--- src/rtl/dacseq_pkg.sv ---
package dacseq_pkg;
    typedef enum logic [2:0] {
        ST_IDLE,
        ST_SEL,
        ST_SHIFT,
        ST_LATCH,
        ST_RELOAD,
        ST_DESEL,
        ST_REL
    } seq_state_e;
endpackage

--- src/rtl/dacseq_timer.sv ---
module dacseq_timer #(
    parameter int PW = 16
) (
    input  logic          clk,
    input  logic          rst_n,
    input  logic          en,
    input  logic [PW-1:0] per_shd,
    input  logic          reload,
    output logic          expire
);
    typedef struct packed {
        logic [PW-1:0] cnt;
        logic [PW-1:0] per;
    } tmr_s;

    tmr_s q, d;

    assign expire = en && (q.cnt == '0);

    always_comb begin
        d = q;
        if (!en) begin
            // disabled: follow the shadow so the first interval uses it
            d.per = per_shd;
            d.cnt = per_shd - PW'(1);
        end else begin
            if (reload) begin
                d.per = per_shd;
            end
            if (q.cnt == '0) begin
                d.cnt = q.per - PW'(1);
            end else begin
                d.cnt = q.cnt - PW'(1);
            end
        end
    end

    always_ff @(posedge clk or negedge rst_n) begin
        if (!rst_n) begin
            q <= '0;
        end else begin
            q <= d;
        end
    end
endmodule

--- src/rtl/dacseq_spi.sv ---
module dacseq_spi #(
    parameter int DW   = 16,
    parameter int DIVW = 4
) (
    input  logic            clk,
    input  logic            rst_n,
    input  logic            load,
    input  logic [DW-1:0]   data,
    input  logic [DIVW-1:0] half,
    output logic            sclk,
    output logic            mosi,
    output logic            last
);
    localparam int CNTW = $clog2(DW);

    typedef struct packed {
        logic            act;
        logic            ph;
        logic [DIVW-1:0] div;
        logic [CNTW-1:0] cnt;
        logic [DW-1:0]   sh;
    } spi_s;

    spi_s q, d;
    logic [DIVW-1:0] half_eff;
    logic            tick;

    assign half_eff = (half == '0) ? DIVW'(1) : half;
    assign tick     = q.act && (q.div == half_eff - DIVW'(1));
    assign last     = tick && q.ph && (q.cnt == CNTW'(DW - 1));
    assign sclk     = q.act && q.ph;
    assign mosi     = q.act && q.sh[DW-1];

    always_comb begin
        d = q;
        if (load) begin
            d.act = 1'b1;
            d.ph  = 1'b0;
            d.div = '0;
            d.cnt = '0;
            d.sh  = data;
        end else if (q.act) begin
            if (tick) begin
                d.div = '0;
                d.ph  = !q.ph;
                if (q.ph) begin
                    // falling edge: present the next bit
                    d.sh  = {q.sh[DW-2:0], 1'b0};
                    d.cnt = q.cnt + CNTW'(1);
                    if (q.cnt == CNTW'(DW - 1)) begin
                        d.act = 1'b0;
                    end
                end
            end else begin
                d.div = q.div + DIVW'(1);
            end
        end
    end

    always_ff @(posedge clk or negedge rst_n) begin
        if (!rst_n) begin
            q <= '0;
        end else begin
            q <= d;
        end
    end
endmodule

--- src/rtl/dacseq_prio.sv ---
module dacseq_prio #(
    parameter int N   = 4,
    parameter int CHW = (N > 1) ? $clog2(N) : 1
) (
    input  logic [N-1:0]   req,
    output logic           any,
    output logic [CHW-1:0] idx
);
    always_comb begin
        any = |req;
        idx = '0;
        // scan downward so the lowest set index is the one kept
        for (int i = N - 1; i >= 0; i--) begin
            if (req[i]) begin
                idx = CHW'(i);
            end
        end
    end
endmodule

--- src/rtl/dac_refresh_seq.sv ---
module dac_refresh_seq
    import dacseq_pkg::*;
#(
    parameter int NCH  = 4,
    parameter int DW   = 16,
    parameter int PW   = 16,
    parameter int DIVW = 4,
    parameter int CHW  = (NCH > 1) ? $clog2(NCH) : 1
) (
    input  logic            clk,
    input  logic            rst_n,
    input  logic [NCH-1:0]  tmr_en,
    input  logic [DIVW-1:0] half_div,
    input  logic            host_we,
    input  logic            host_sel,
    input  logic [CHW-1:0]  host_ch,
    input  logic [DW-1:0]   host_wdata,
    input  logic [NCH-1:0]  ovr_clr,
    output logic            spi_sclk,
    output logic            spi_mosi,
    output logic [NCH-1:0]  dac_cs_n,
    output logic [NCH-1:0]  dac_ld_n,
    output logic            done_irq,
    output logic [CHW-1:0]  done_ch,
    output logic [NCH-1:0]  ovr_flag
);
    typedef struct packed {
        seq_state_e                st;
        logic [CHW-1:0]            ch;
        logic [NCH-1:0]            pend;
        logic [NCH-1:0]            ovr;
        logic [NCH-1:0]            stgv;
        logic [NCH-1:0][DW-1:0]    stg;
        logic [NCH-1:0][DW-1:0]    act;
        logic [NCH-1:0][PW-1:0]    per;
    } seq_s;

    seq_s q, d;

    logic [NCH-1:0] expire;
    logic [NCH-1:0] reload;
    logic           req_any;
    logic [CHW-1:0] req_idx;
    logic           shift_last;
    logic           grant;

    dacseq_prio #(.N(NCH), .CHW(CHW)) u_prio (
        .req (q.pend),
        .any (req_any),
        .idx (req_idx)
    );

    dacseq_spi #(.DW(DW), .DIVW(DIVW)) u_spi (
        .clk   (clk),
        .rst_n (rst_n),
        .load  (q.st == ST_SEL),
        .data  (q.act[q.ch]),
        .half  (half_div),
        .sclk  (spi_sclk),
        .mosi  (spi_mosi),
        .last  (shift_last)
    );

    for (genvar g = 0; g < NCH; g++) begin : g_chan
        assign reload[g] = (q.st == ST_RELOAD) && (q.ch == CHW'(g));

        dacseq_timer #(.PW(PW)) u_tmr (
            .clk     (clk),
            .rst_n   (rst_n),
            .en      (tmr_en[g]),
            .per_shd (q.per[g]),
            .reload  (reload[g]),
            .expire  (expire[g])
        );

        assign dac_cs_n[g] = !((q.ch == CHW'(g)) &&
                               (q.st == ST_SEL || q.st == ST_SHIFT ||
                                q.st == ST_LATCH || q.st == ST_RELOAD));
        assign dac_ld_n[g] = !((q.ch == CHW'(g)) &&
                               (q.st == ST_LATCH || q.st == ST_RELOAD ||
                                q.st == ST_DESEL));
    end

    assign grant    = (q.st == ST_IDLE) && req_any;
    assign done_irq = (q.st == ST_REL);
    assign done_ch  = q.ch;
    assign ovr_flag = q.ovr;

    always_comb begin
        d = q;
        d.ovr = q.ovr & ~ovr_clr;

        // sequence boundary: commit staged samples, then serve a request
        if (q.st == ST_IDLE) begin
            for (int i = 0; i < NCH; i++) begin
                if (q.stgv[i]) begin
                    d.act[i]  = q.stg[i];
                    d.stgv[i] = 1'b0;
                end
            end
        end
        if (grant) begin
            d.pend[req_idx] = 1'b0;
            d.ch            = req_idx;
        end

        for (int i = 0; i < NCH; i++) begin
            if (expire[i]) begin
                if (q.pend[i] && !(grant && req_idx == CHW'(i))) begin
                    d.ovr[i] = 1'b1;
                end
                d.pend[i] = 1'b1;
            end
        end

        unique case (q.st)
            ST_IDLE:   if (grant) d.st = ST_SEL;
            ST_SEL:    d.st = ST_SHIFT;
            ST_SHIFT:  if (shift_last) d.st = ST_LATCH;
            ST_LATCH:  d.st = ST_RELOAD;
            ST_RELOAD: d.st = ST_DESEL;
            ST_DESEL:  d.st = ST_REL;
            ST_REL:    d.st = ST_IDLE;
            default:   d.st = ST_IDLE;
        endcase

        if (host_we) begin
            if (host_sel) begin
                d.per[host_ch] = host_wdata[PW-1:0];
            end else begin
                d.stg[host_ch]  = host_wdata;
                d.stgv[host_ch] = 1'b1;
            end
        end
    end

    always_ff @(posedge clk or negedge rst_n) begin
        if (!rst_n) begin
            q <= '0;
        end else begin
            q <= d;
        end
    end
endmodule

--- config.mk ---
export PLATFORM = sky130hd
export DESIGN_NAME = dac_refresh_seq
export DESIGN_NICKNAME = d
export VERILOG_FILES = /design/src/rtl/dacseq_pkg.sv /design/src/rtl/dacseq_timer.sv /design/src/rtl/dacseq_spi.sv /design/src/rtl/dacseq_prio.sv /design/src/rtl/dac_refresh_seq.sv
export SDC_FILE = /design/constraint.sdc
export NUM_CORES = 1
export LEC_CHECK = 0
export ABC_AREA = 1
export BUFFER_PORTS_ARGS = -buffer_cell sky130_fd_sc_hd__buf_4
export CAP_MARGIN = 30
export CORE_MARGIN = 3
export CORE_UTILIZATION = 40
export DETAILED_ROUTE_END_ITERATION = 6
export PLACE_DENSITY = 0.65
export SETUP_SLACK_MARGIN = 0.5
export SLEW_MARGIN = 20
export SYNTH_ARGS = -nofsm -noshare
export SYNTH_HDL_FRONTEND = slang
export SYNTH_SLANG_ARGS = --single-unit
--- constraint.sdc ---
create_clock -name clk -period 2.5 [get_ports clk]
set_clock_uncertainty 0.05 [all_clocks]
set_input_delay 0.25 -clock clk [delete_from_list [all_inputs] [get_ports clk]]
set_output_delay 0.25 -clock clk [all_outputs]
set_load 0.05 [all_outputs]
==> impl_metrics.yaml <==
setup_path:
  reg2regPathDepth: 11
  crit_start: "q[206]"
  crit_buf_inv: 1
  required_ns: 2.20
  rr_startpoint: "g_chan[1].u_tmr.q[16]"
  critPathTopFamily: "flip-flops"
  cp-end-kind: "primary output"
  slowest_stage: "dfrtp_2"
  cp_num_cells: 4
  cp.arrival_ns: 1.74
  critPathMaxFanout: 5
  critical_path.cell_chain: "nor2_4, xor2_4, nand2_1, buf_4"
  critPathKind: "flip-flop to primary output"
  r2r_end: "g_chan[1].u_tmr.q[24]"
  start_kind: "flip-flop"
  critPathMaxStageDelay_ns: 0.44
  endpoint: "dac_cs_n[0]"
  r2r_slack_ns: 0.56
placement:
  dp_cells: 2408
  port-buffer-count: 50
  hpwl_mm: 27.3
  routabilityCongestion: 0.911
final_layout:
  multiInputGateArea_um2: 7210
  utilization: 0.488
  seq_area_um2: 9090
  fin_cells: 2543
  fillers: 3822
  fin_nets: 2026
  area_growth_pct: 19.0
  layout-drive-gt1-share: 0.233
worst_hold_path:
  hold_class: "primary input to flip-flop"
timing:
  hold_viol_final: 0
  tns_ns: 0
  max_freq_ghz: 0.491
  period_share: 0.815
  final-setup-viol-count: 0
  maxSlewHeadroom: 0.400
  layout_min_cycle_time_ns: 2.04
  worstMarginPinSlew_ns: 0.897
  slew_viol_final: 0
  rsz0062_at_grt: "yes"
die:
  die_h_um: 212
  die_x_um: 212
  initial_core_util: 0.410
  num_rows: 74
  core_area_um2: 41300
  io_pins: 51
  design.die.area_um2: 44900
synthesis:
  synth_seq_area_share: 0.536
  syn_area_per_cell_um2: 9.07
  ys.warnings.count: 0
  yosysTopAreaCell: "dfrtp_1"
  synth_edf_count: 0
  yosysTopAreaCellShare: 0.536
  synth_area_um2: 16900
  synth_common_cells: "nand2_1 (474), dfrtp_1 (363), nor2_1 (210), o21ai_0 (141), inv_1 (108)"
  synth-seq-cells: 363
  synth.most_common_cell: "nand2_1"
  synthCells: 1867
  synth_area_leaders: "dfrtp_1 (54%), nand2_1 (11%), mux2_2 (5.6%), nor2_1 (4.7%), o21ai_0 (4.2%)"
  synth_flop_cell: "dfrtp_1"
  async_flop_share: 1.00
  syn_nets: 1908
  synthDistinctLibCells: 44
clock_tree:
  numCtsBuffers: 41
  clockBufferDepth: 3
  clk_latency_ns: 0.55
  cts_tree: "done"
  clockRootBuffer: "clkbuf_16"
  clock-sinks: 363
  path_clk_slew_ns: 0.06
  htree_levels: 2
global_routing:
  antenna_found_initial: 0
  grt_max_degree: 72
  first_global_vias: 13000
  grt_pass1_wl_mm: 68.0
  grt-ovfl-total: 0
  track_usage: 0.189
detailed_routing:
  vias: 12900
  post-route-drc-count: 0
  wl_mm: 41.9
  drt_iter0_markers: 822
  firstDrtPassIters: 7
  final_antenna_net_count: 0
  avgRoutedWirePerCell_um: 16.5
  viasPerCell: 5.07
power:
  powerDensity_nw_per_um2: 856
  ir_drop_mv: 0.646
  leakage_nw: 9.39
run_status:
  outcome: "completed"
flow_run:
  maxCapViolations: 0
-- metrics by stage --
step	instance area (um^2)	hold WS (ns)	setup WS (ns)	total power, mW
CTS	19600	0.0366	0.424	17.2
detailed placement	17800	0.224	0.121	11.1
finish	20200	0.0487	0.462	17.3
global route	20200	0.0525	0.343	18.2
floorplan	16900	-0.0956	0.523	10.2
global placement	17800	0.219	0.186	11.0
-- routing by layer --
layer,vias to the layer above,part of all wire,global-route usage
met5,-,0,0
met4,0,0.026,0.0577
met1,6289,0.46,0.257
met3,70,0.046,0.0351
met2,243,0.47,0.311
li1,6284,-,-
-- state kept, by name, indices dropped and copies added, names as in the netlist --
name            flops
ovr_flag            4
g_chan.u_tmr.q    128
done_ch             2
q                 203
u_spi.q            26
-- cells by family (layout without fill, tap and decap cells) --
logic type,after synthesis,count (layout),synth area share
and+or+nand+nor,879,879,0.224
other,0,1,0
AOI/OAI and AO/OA,294,294,0.100
DFF,363,363,0.536
adders and majority gates,7,7,0.00517
muxes,87,87,0.0578
buffers and inverters,199,342,0.0570
xor gates and xnor gates,38,38,0.0196
-- where the power goes --
group          internal [mW]  switching [mW]
Sequential              7.17           0.760
Clock                   3.58            2.41
Combinational           1.38            1.94
-- cell usage in the layout (no fill, tap or decap), drive strengths merged, types with 2 or more instances in the layout --
master / netlist / routed
buf: 47 / 126
o22ai: 4 / 4
o21bai: 16 / 16
clkinvlp: 0 / 4
and2: 4 / 4
nand2: 514 / 514
nand3b: 2 / 2
inv: 125 / 126
or2: 9 / 9
xor2: 26 / 26
dlygate4sd3: 0 / 20
nor2: 238 / 238
clkbuf: 25 / 54
bufinv: 0 / 3
a21oi: 79 / 79
xnor2: 12 / 12
nor3: 2 / 2
a22oi: 33 / 33
mux2: 87 / 87
nand3: 94 / 94
clkinv: 2 / 9
dfrtp: 363 / 363
o21ai: 160 / 160
ha: 7 / 7
nand4: 15 / 15
-- cell type report --
cell class	instances	area share
sequential	363	0.451
multi-input combinational	1305	0.357
timing repair buffer	147	0.0674
clock buffer	53	0.0576
tap	532	0.0330
inverter	127	0.0248
clock inverter	15	0.00875
antenna	1	0.000124
-- worst min-delay path by stage --
| stage | slack (ns) | startpoint | endpoint | depth (start not counted) |
|---|---|---|---|---|
| global route | 0.05 | tmr_en[3] | g_chan[3].u_tmr.q[16] | 2 |
| CTS | 0.04 | tmr_en[3] | q[203] | 3 |
| finish | 0.05 | tmr_en[3] | g_chan[3].u_tmr.q[16] | 2 |
| floorplan | -0.1 | rst_n | done_ch[0] | 0 |
| detailed placement | 0.22 | rst_n | q[57] | 1 |
| global placement | 0.22 | rst_n | q[57] | 1 |
-- worst register-to-register path, stage by stage, from the launching register on --
cell and delay (ns):
dfrtp_1 0.38, nor2_1 0.11, nand2_1 0.09, nor2_4 0.24
nand3_2 0.13, nand2_1 0.07, o21ai_0 0.13, ha_2 0.26
inv_2 0.10, nor2_4 0.06, nand2_2 0.08, xor2_1 0.17
-- timing repair --
action / 4_1_cts / 5_1_grt
cloned: 0 / 4
resized for setup: 26 / 109
hold buffers: 20 / 0
pin swaps: 7 / 45
buffers inserted: 19 / 22
endpoints found under the setup margin: 69 / 90
hold endpoints to repair: 83 / 0
(Power assumes the default switching activity.)
